$ cat config.mk
export PLATFORM = sky130hd
export DESIGN_NAME = dirty_line_map
export DESIGN_NICKNAME = d
export VERILOG_FILES = /design/src/rtl/dlm_pkg.sv /design/src/rtl/line_mark_decode.sv /design/src/rtl/dirty_bitmap.sv /design/src/rtl/map_readout.sv /design/src/rtl/dirty_line_map.sv
export SDC_FILE = /design/constraint.sdc
export NUM_CORES = 2
export LEC_CHECK = 0
export BUFFER_PORTS_ARGS = -buffer_cell sky130_fd_sc_hd__buf_2
export CORE_MARGIN = 4
export CORE_UTILIZATION = 55
export DETAILED_ROUTE_END_ITERATION = 12
export PLACE_DENSITY = 0.83
export SKIP_CTS_REPAIR_TIMING = 1
export SLEW_MARGIN = 20
export SYNTH_ARGS = -nofsm -noshare
export SYNTH_HDL_FRONTEND = slang
export SYNTH_SLANG_ARGS = --single-unit
$ cat constraint.sdc
create_clock -name clk -period 3.1 [get_ports clk]
set_input_delay 0.155 -clock clk [delete_from_list [all_inputs] [get_ports clk]]
set_output_delay 0.155 -clock clk [all_outputs]
set_load 0.01 [all_outputs]
$ cat src/rtl/dlm_pkg.sv
package dlm_pkg;
  typedef enum logic {RD_IDLE, RD_BUSY} rd_state_e;
  localparam int unsigned NUM_SRC = 2;
endpackage

$ cat src/rtl/line_mark_decode.sv
module line_mark_decode #(
  parameter int unsigned AW        = 20,
  parameter int unsigned OFF_W     = 6,
  parameter int unsigned IDX_W     = 9,
  parameter int unsigned NUM_LINES = 512
) (
  input  logic                 req_valid,
  input  logic                 mark_en,
  input  logic [AW-1:0]        addr,
  output logic [NUM_LINES-1:0] mark_vec,
  output logic                 oor
);
  logic [AW-1:0]    line_num;
  logic [IDX_W-1:0] idx;
  logic             in_range;
  logic             marking;

  always_comb begin
    line_num = addr >> OFF_W;
    idx      = line_num[IDX_W-1:0];
    in_range = ((line_num >> IDX_W) == '0);
    marking  = req_valid && mark_en;
    oor      = marking && !in_range;
    mark_vec = '0;
    if (marking && in_range)
      mark_vec = {{(NUM_LINES-1){1'b0}}, 1'b1} << idx;
  end
endmodule

$ cat src/rtl/dirty_bitmap.sv
module dirty_bitmap #(
  parameter int unsigned NUM_LINES = 512,
  parameter int unsigned NSRC      = 2
) (
  input  logic                 clk,
  input  logic                 rst_n,
  input  logic                 clr,
  input  logic [NUM_LINES-1:0] marks [NSRC],
  output logic [NUM_LINES-1:0] map_q
);
  logic [NUM_LINES-1:0] mark_all;

  always_comb begin
    mark_all = '0;
    for (int s = 0; s < NSRC; s++) mark_all = mark_all | marks[s];
  end

  always_ff @(posedge clk) begin
    if (!rst_n)   map_q <= '0;
    else if (clr) map_q <= mark_all;
    else          map_q <= map_q | mark_all;
  end

  // every presented mark is set after the edge
  a_r5_marks_land: assert property (@(posedge clk) disable iff (!rst_n)
    (mark_all != '0) |=> ((map_q & $past(mark_all)) == $past(mark_all)));
  // a clear with no marks leaves an empty map
  a_r6_clear_empties: assert property (@(posedge clk) disable iff (!rst_n)
    (clr && mark_all == '0) |=> (map_q == '0));
  // no clear and no marks keeps the map unchanged
  a_r6_hold: assert property (@(posedge clk) disable iff (!rst_n)
    (!clr && mark_all == '0) |=> $stable(map_q));
endmodule

$ cat src/rtl/map_readout.sv
module map_readout
  import dlm_pkg::*;
#(
  parameter int unsigned NUM_LINES = 512,
  parameter int unsigned BEAT_W    = 64
) (
  input  logic                 clk,
  input  logic                 rst_n,
  input  logic                 start,
  input  logic [NUM_LINES-1:0] live_map,
  output logic                 out_valid,
  input  logic                 out_ready,
  output logic [BEAT_W-1:0]    out_data,
  output logic                 out_last
);
  localparam int unsigned BEATS = NUM_LINES / BEAT_W;
  localparam int unsigned BW    = (BEATS > 1) ? $clog2(BEATS) : 1;

  rd_state_e            state_q;
  logic [NUM_LINES-1:0] snap_q;
  logic [BW-1:0]        beat_q;
  logic                 fire;

  always_comb begin
    out_valid = (state_q == RD_BUSY);
    out_data  = snap_q[beat_q*BEAT_W +: BEAT_W];
    out_last  = (beat_q == BW'(BEATS-1));
    fire      = out_valid && out_ready;
  end

  always_ff @(posedge clk) begin
    if (!rst_n) begin
      state_q <= RD_IDLE;
      snap_q  <= '0;
      beat_q  <= '0;
    end else begin
      case (state_q)
        RD_IDLE: if (start) begin
          snap_q  <= live_map;
          beat_q  <= '0;
          state_q <= RD_BUSY;
        end
        RD_BUSY: if (fire) begin
          if (out_last) state_q <= RD_IDLE;
          else          beat_q  <= beat_q + 1'b1;
        end
        default: state_q <= RD_IDLE;
      endcase
    end
  end

  // stalled beat holds
  a_r8_stall_holds: assert property (@(posedge clk) disable iff (!rst_n)
    (out_valid && !out_ready) |=> (out_valid && $stable(out_data) && $stable(out_last)));
  // snapshot frozen for the whole readout
  a_r9_snap_frozen: assert property (@(posedge clk) disable iff (!rst_n)
    out_valid |=> $stable(snap_q));
  // accepted last beat ends the readout
  a_r7_last_ends: assert property (@(posedge clk) disable iff (!rst_n)
    (fire && out_last) |=> !out_valid);
endmodule

$ cat src/rtl/dirty_line_map.sv
module dirty_line_map
  import dlm_pkg::*;
#(
  parameter int unsigned AW         = 20,
  parameter int unsigned LINE_BYTES = 64,
  parameter int unsigned NUM_LINES  = 512,
  parameter int unsigned BEAT_W     = 64
) (
  input  logic              clk,
  input  logic              rst_n,
  input  logic              host_req_valid,
  input  logic              host_req_write,
  input  logic [AW-1:0]     host_req_addr,
  input  logic              dev_upd_valid,
  input  logic [AW-1:0]     dev_upd_addr,
  input  logic              phase_clr,
  input  logic              map_rd_start,
  output logic              map_valid,
  input  logic              map_ready,
  output logic [BEAT_W-1:0] map_data,
  output logic              map_last,
  output logic              oor_flag
);
  localparam int unsigned OFF_W = $clog2(LINE_BYTES);
  localparam int unsigned IDX_W = $clog2(NUM_LINES);

  logic                 src_valid [NUM_SRC];
  logic                 src_en    [NUM_SRC];
  logic [AW-1:0]        src_addr  [NUM_SRC];
  logic [NUM_LINES-1:0] src_mark  [NUM_SRC];
  logic [NUM_SRC-1:0]   src_oor;
  logic [NUM_LINES-1:0] live_map;
  logic                 oor_q;

  always_comb begin
    src_valid[0] = host_req_valid;
    src_en[0]    = host_req_write;
    src_addr[0]  = host_req_addr;
    src_valid[1] = dev_upd_valid;
    src_en[1]    = 1'b1;
    src_addr[1]  = dev_upd_addr;
  end

  for (genvar s = 0; s < NUM_SRC; s++) begin : g_src
    line_mark_decode #(
      .AW(AW), .OFF_W(OFF_W), .IDX_W(IDX_W), .NUM_LINES(NUM_LINES)
    ) u_dec (
      .req_valid(src_valid[s]),
      .mark_en  (src_en[s]),
      .addr     (src_addr[s]),
      .mark_vec (src_mark[s]),
      .oor      (src_oor[s])
    );
  end

  dirty_bitmap #(.NUM_LINES(NUM_LINES), .NSRC(NUM_SRC)) u_map (
    .clk  (clk),
    .rst_n(rst_n),
    .clr  (phase_clr),
    .marks(src_mark),
    .map_q(live_map)
  );

  map_readout #(.NUM_LINES(NUM_LINES), .BEAT_W(BEAT_W)) u_rd (
    .clk      (clk),
    .rst_n    (rst_n),
    .start    (map_rd_start),
    .live_map (live_map),
    .out_valid(map_valid),
    .out_ready(map_ready),
    .out_data (map_data),
    .out_last (map_last)
  );

  always_ff @(posedge clk) begin
    if (!rst_n) oor_q <= 1'b0;
    else        oor_q <= |src_oor;
  end
  assign oor_flag = oor_q;

  // out-of-range request changes nothing in the map
  a_r10_oor_no_change: assert property (@(posedge clk) disable iff (!rst_n)
    (|src_oor && !phase_clr && (src_mark[0] | src_mark[1]) == '0) |=> $stable(live_map));
  // read-window access never flags
  a_r4_read_no_flag: assert property (@(posedge clk) disable iff (!rst_n)
    (host_req_valid && !host_req_write && !dev_upd_valid) |=> !oor_flag);
endmodule

==> out/qor.yml <==
n_fill_cell: 6085
dr.first_iter.drc_count: 6457
asyncSetResetFlopFracSynth_pct: 0
grt.met1_usage_pct: 46.2
synth.avg_cell_area_um2: 8.73
place_area_mm2: 0.0452
starting_density_of_the_core_pct: 55.9
dieWidth_um: 287
synth_cell_types: 62
run_status: "complete, but fails checks"
initial_antenna_violation_count: 9
timing.final.crit_period_ns: 2.92
area_delta_synth_final_pct: 14.0
clock_net_sink_count: 1029
placement.setup.worst_slack_ns: 0.575
clk-insertion-delay-late_ns: 0.68
placedCellCount: 5821
ys_warnings: 0
crit_path_max_incr_delay_ns: 0.65
fin_hold_ws_ns: -0.0172
yosys_register_bits: 1029
mostFrequentLayoutCells: "nand2_1, dfxtp_1, a21oi_1"
worstPathMaxFanout: 24
first_global_vias: 37700
groute.layer.met2.usage_pct: 54.8
fp-row-count: 101
critical_path_source_type: "register"
post_layout_nonfiller_instances: 6019
clock_skew_ns: 0.0210
finalCritPeriodShare_pct: 94.3
vias_per_cell: 6.69
multiInputGateArea_mm2: 0.0205
postLayoutCellArea_mm2: 0.0487
worst-endpoint-required_ns: 2.94
layout.area.seq_mm2: 0.0206
synthCells: 4895
die_h_um: 287
final_layout_size_suffix_gt1_share_pct: 16.1
leakage_nw: 16.1
finalMaxSlewViolations: 0
residual_overflow_from_global_routing: 0
cellPowerDensity_mw_per_mm2: 564
timing.hold.worst.class: "input port to register"
tritoncts_clock_tree: "yes"
hpwlAfterDp_mm: 105
postRouteAntennaNets: 0
routabilityCongestion: 1.16
max_freq_mhz: 342
path_cells: "buf_12, mux4_2, mux2_2, buf_2"
finalHoldViolCount: 1
failed_checks: "negative hold slack"
synth_ff_type: "dfxtp_1"
track_usage_pct: 37.0
grt_max_degree: 165
maximum_clock_insertion_buffer_count: 3
grt_pass1_wl_mm: 233
post-route-util_pct: 63.8
power.total_mw: 27.5
detailroute.via_count: 40200
worst_ep_arrival_time_ns: 2.77
fp.dieArea_mm2: 0.0822
ctsHtreeMaxLevel: 3
irDropWorstVdd_mv: 0.501
number_of_max_cap_violations: 0
syn-cell-area_mm2: 0.0427
ios: 115
placeableCoreArea_mm2: 0.0765
setup_slack_ns: 0.178
first_pass_iters: 7
synth-edff-count: 0
setup_viol: 0
layout.cells.most_common: "nand2_1"
clkSlewWorstSetupHoldPaths_ns: 0.06
global_route.usage.met3_pct: 12.0
max_slew.worst_pin.slew_ns: 1.11
crit_path_end_kind: "output pin"
drcViolationCount: 0
timing.setup.tns_ns: 0
tritoncts.num_buffers: 100
synth_fp_nets: 4945
rsz0062_at_grt: "no"
critPathKind: "register to output pin"
clock_tree.root_cell: "clkbuf_16"
globalRoute.busiestLayer: "met2"
io_buffer_count: 102
synth.yosys.seq_area_share_pct: 48.2
routed_wirelength_mm: 158
max_slew_margin_pct: 25.7
final_nets: 4949
routedWlPerCell_um: 26.2
cell_with_the_biggest_individual_delay_on_the_critical_path: "dfxtp_4"
-- flip-flops by register name, indices dropped and copies added (netlist names) --
register,cells
u_map.map_q,512
u_rd.snap_q,512
u_rd.beat_q,3
oor_flag,1
u_rd.out_valid,1
-- layer usage --
| metal | routed length [um] | part of all wire, % |
|---|---|---|
| met5 | 130 | 0.082 |
| met4 | 13200 | 8.4 |
| met3 | 21900 | 14 |
| met2 | 66400 | 42 |
| met1 | 56300 | 36 |
-- final cells by class --
| cell class | count | area share (%) |
|---|---|---|
| clock inverters | 35 | 0.947 |
| diodes | 7 | 0.0359 |
| well taps | 1030 | 2.64 |
| clock buffers | 150 | 6.22 |
| inverters | 9 | 0.0950 |
| flip-flops and latches | 1029 | 42.3 |
| repair buffers | 348 | 5.65 |
| multi-input cells | 3411 | 42.1 |
-- cell usage after synthesis, types with 5 or more instances --
cell type | n | area (um^2)
nand2_1 | 1439 | 5400
dfxtp_1 | 1029 | 20600
a21oi_1 | 593 | 2970
clkbuf_1 | 404 | 1520
nor2_1 | 268 | 1010
mux4_2 | 128 | 2880
a221o_1 | 117 | 1170
o221ai_1 | 114 | 998
nand3_1 | 66 | 330
a22oi_1 | 64 | 480
mux2_2 | 64 | 721
o21a_1 | 60 | 450
o21ai_0 | 52 | 260
o32a_1 | 52 | 521
o221a_2 | 43 | 484
nand4_1 | 32 | 200
nor3_1 | 30 | 150
a32o_1 | 25 | 250
buf_1 | 23 | 86.3
a32oi_1 | 22 | 193
buf_2 | 19 | 95.1
and3_1 | 18 | 113
nand2b_1 | 17 | 106
nor2b_1 | 17 | 106
o2bb2ai_1 | 17 | 149
o211ai_1 | 16 | 120
or3_1 | 16 | 100
a22o_1 | 13 | 114
nor4_2 | 13 | 163
or2_2 | 12 | 75.1
o221a_1 | 9 | 101
and2_1 | 8 | 50.1
and3b_1 | 8 | 70.1
inv_1 | 8 | 30.0
nor4_1 | 8 | 50.1
o32ai_1 | 7 | 61.3
or4_1 | 7 | 52.6
nor4bb_1 | 6 | 60.1
nand3b_1 | 5 | 37.5
nor3b_1 | 5 | 37.5
or3b_2 | 5 | 43.8
-- power by group --
group          total (mW)  switching (mW)  leakage (nW)  internal [mW]
Clock                12.9            5.27          1.73           7.59
Sequential           13.2          0.0145          8.29           13.2
Combinational        1.39            1.11          6.06          0.277
-- worst max-delay path: cells and delay by family (launching register included) --
family	cells	cell delay, ns
mux	2	0.91
flops	1	0.65
buf+inv	2	0.47
-- final timing paths --
check	from	endpoint	slack [ns]	depth (start not counted)
setup / recovery	u_rd.beat_q[0]$_SDFFE_PN0P_	map_data[38]	0.18	4
hold / removal	dev_upd_addr[17]	oor_flag$_SDFF_PN0_	-0.02	3
setup reg to reg	u_rd.beat_q[0]$_SDFFE_PN0P_	u_rd.out_valid$_SDFF_PN0_	1.02	5
hold reg to reg	u_map.map_q[165]$_SDFF_PN0_	u_map.map_q[165]$_SDFF_PN0_	0.44	2
-- logic make-up after synthesis --
kind of cell	synth area share (%)
simple gates	19.5
compound gates	19.8
flops	48.2
buf+inv	4.05
mux	8.43
fa+ha+maj	0.0585
Power figures use the tool's default switching activity.
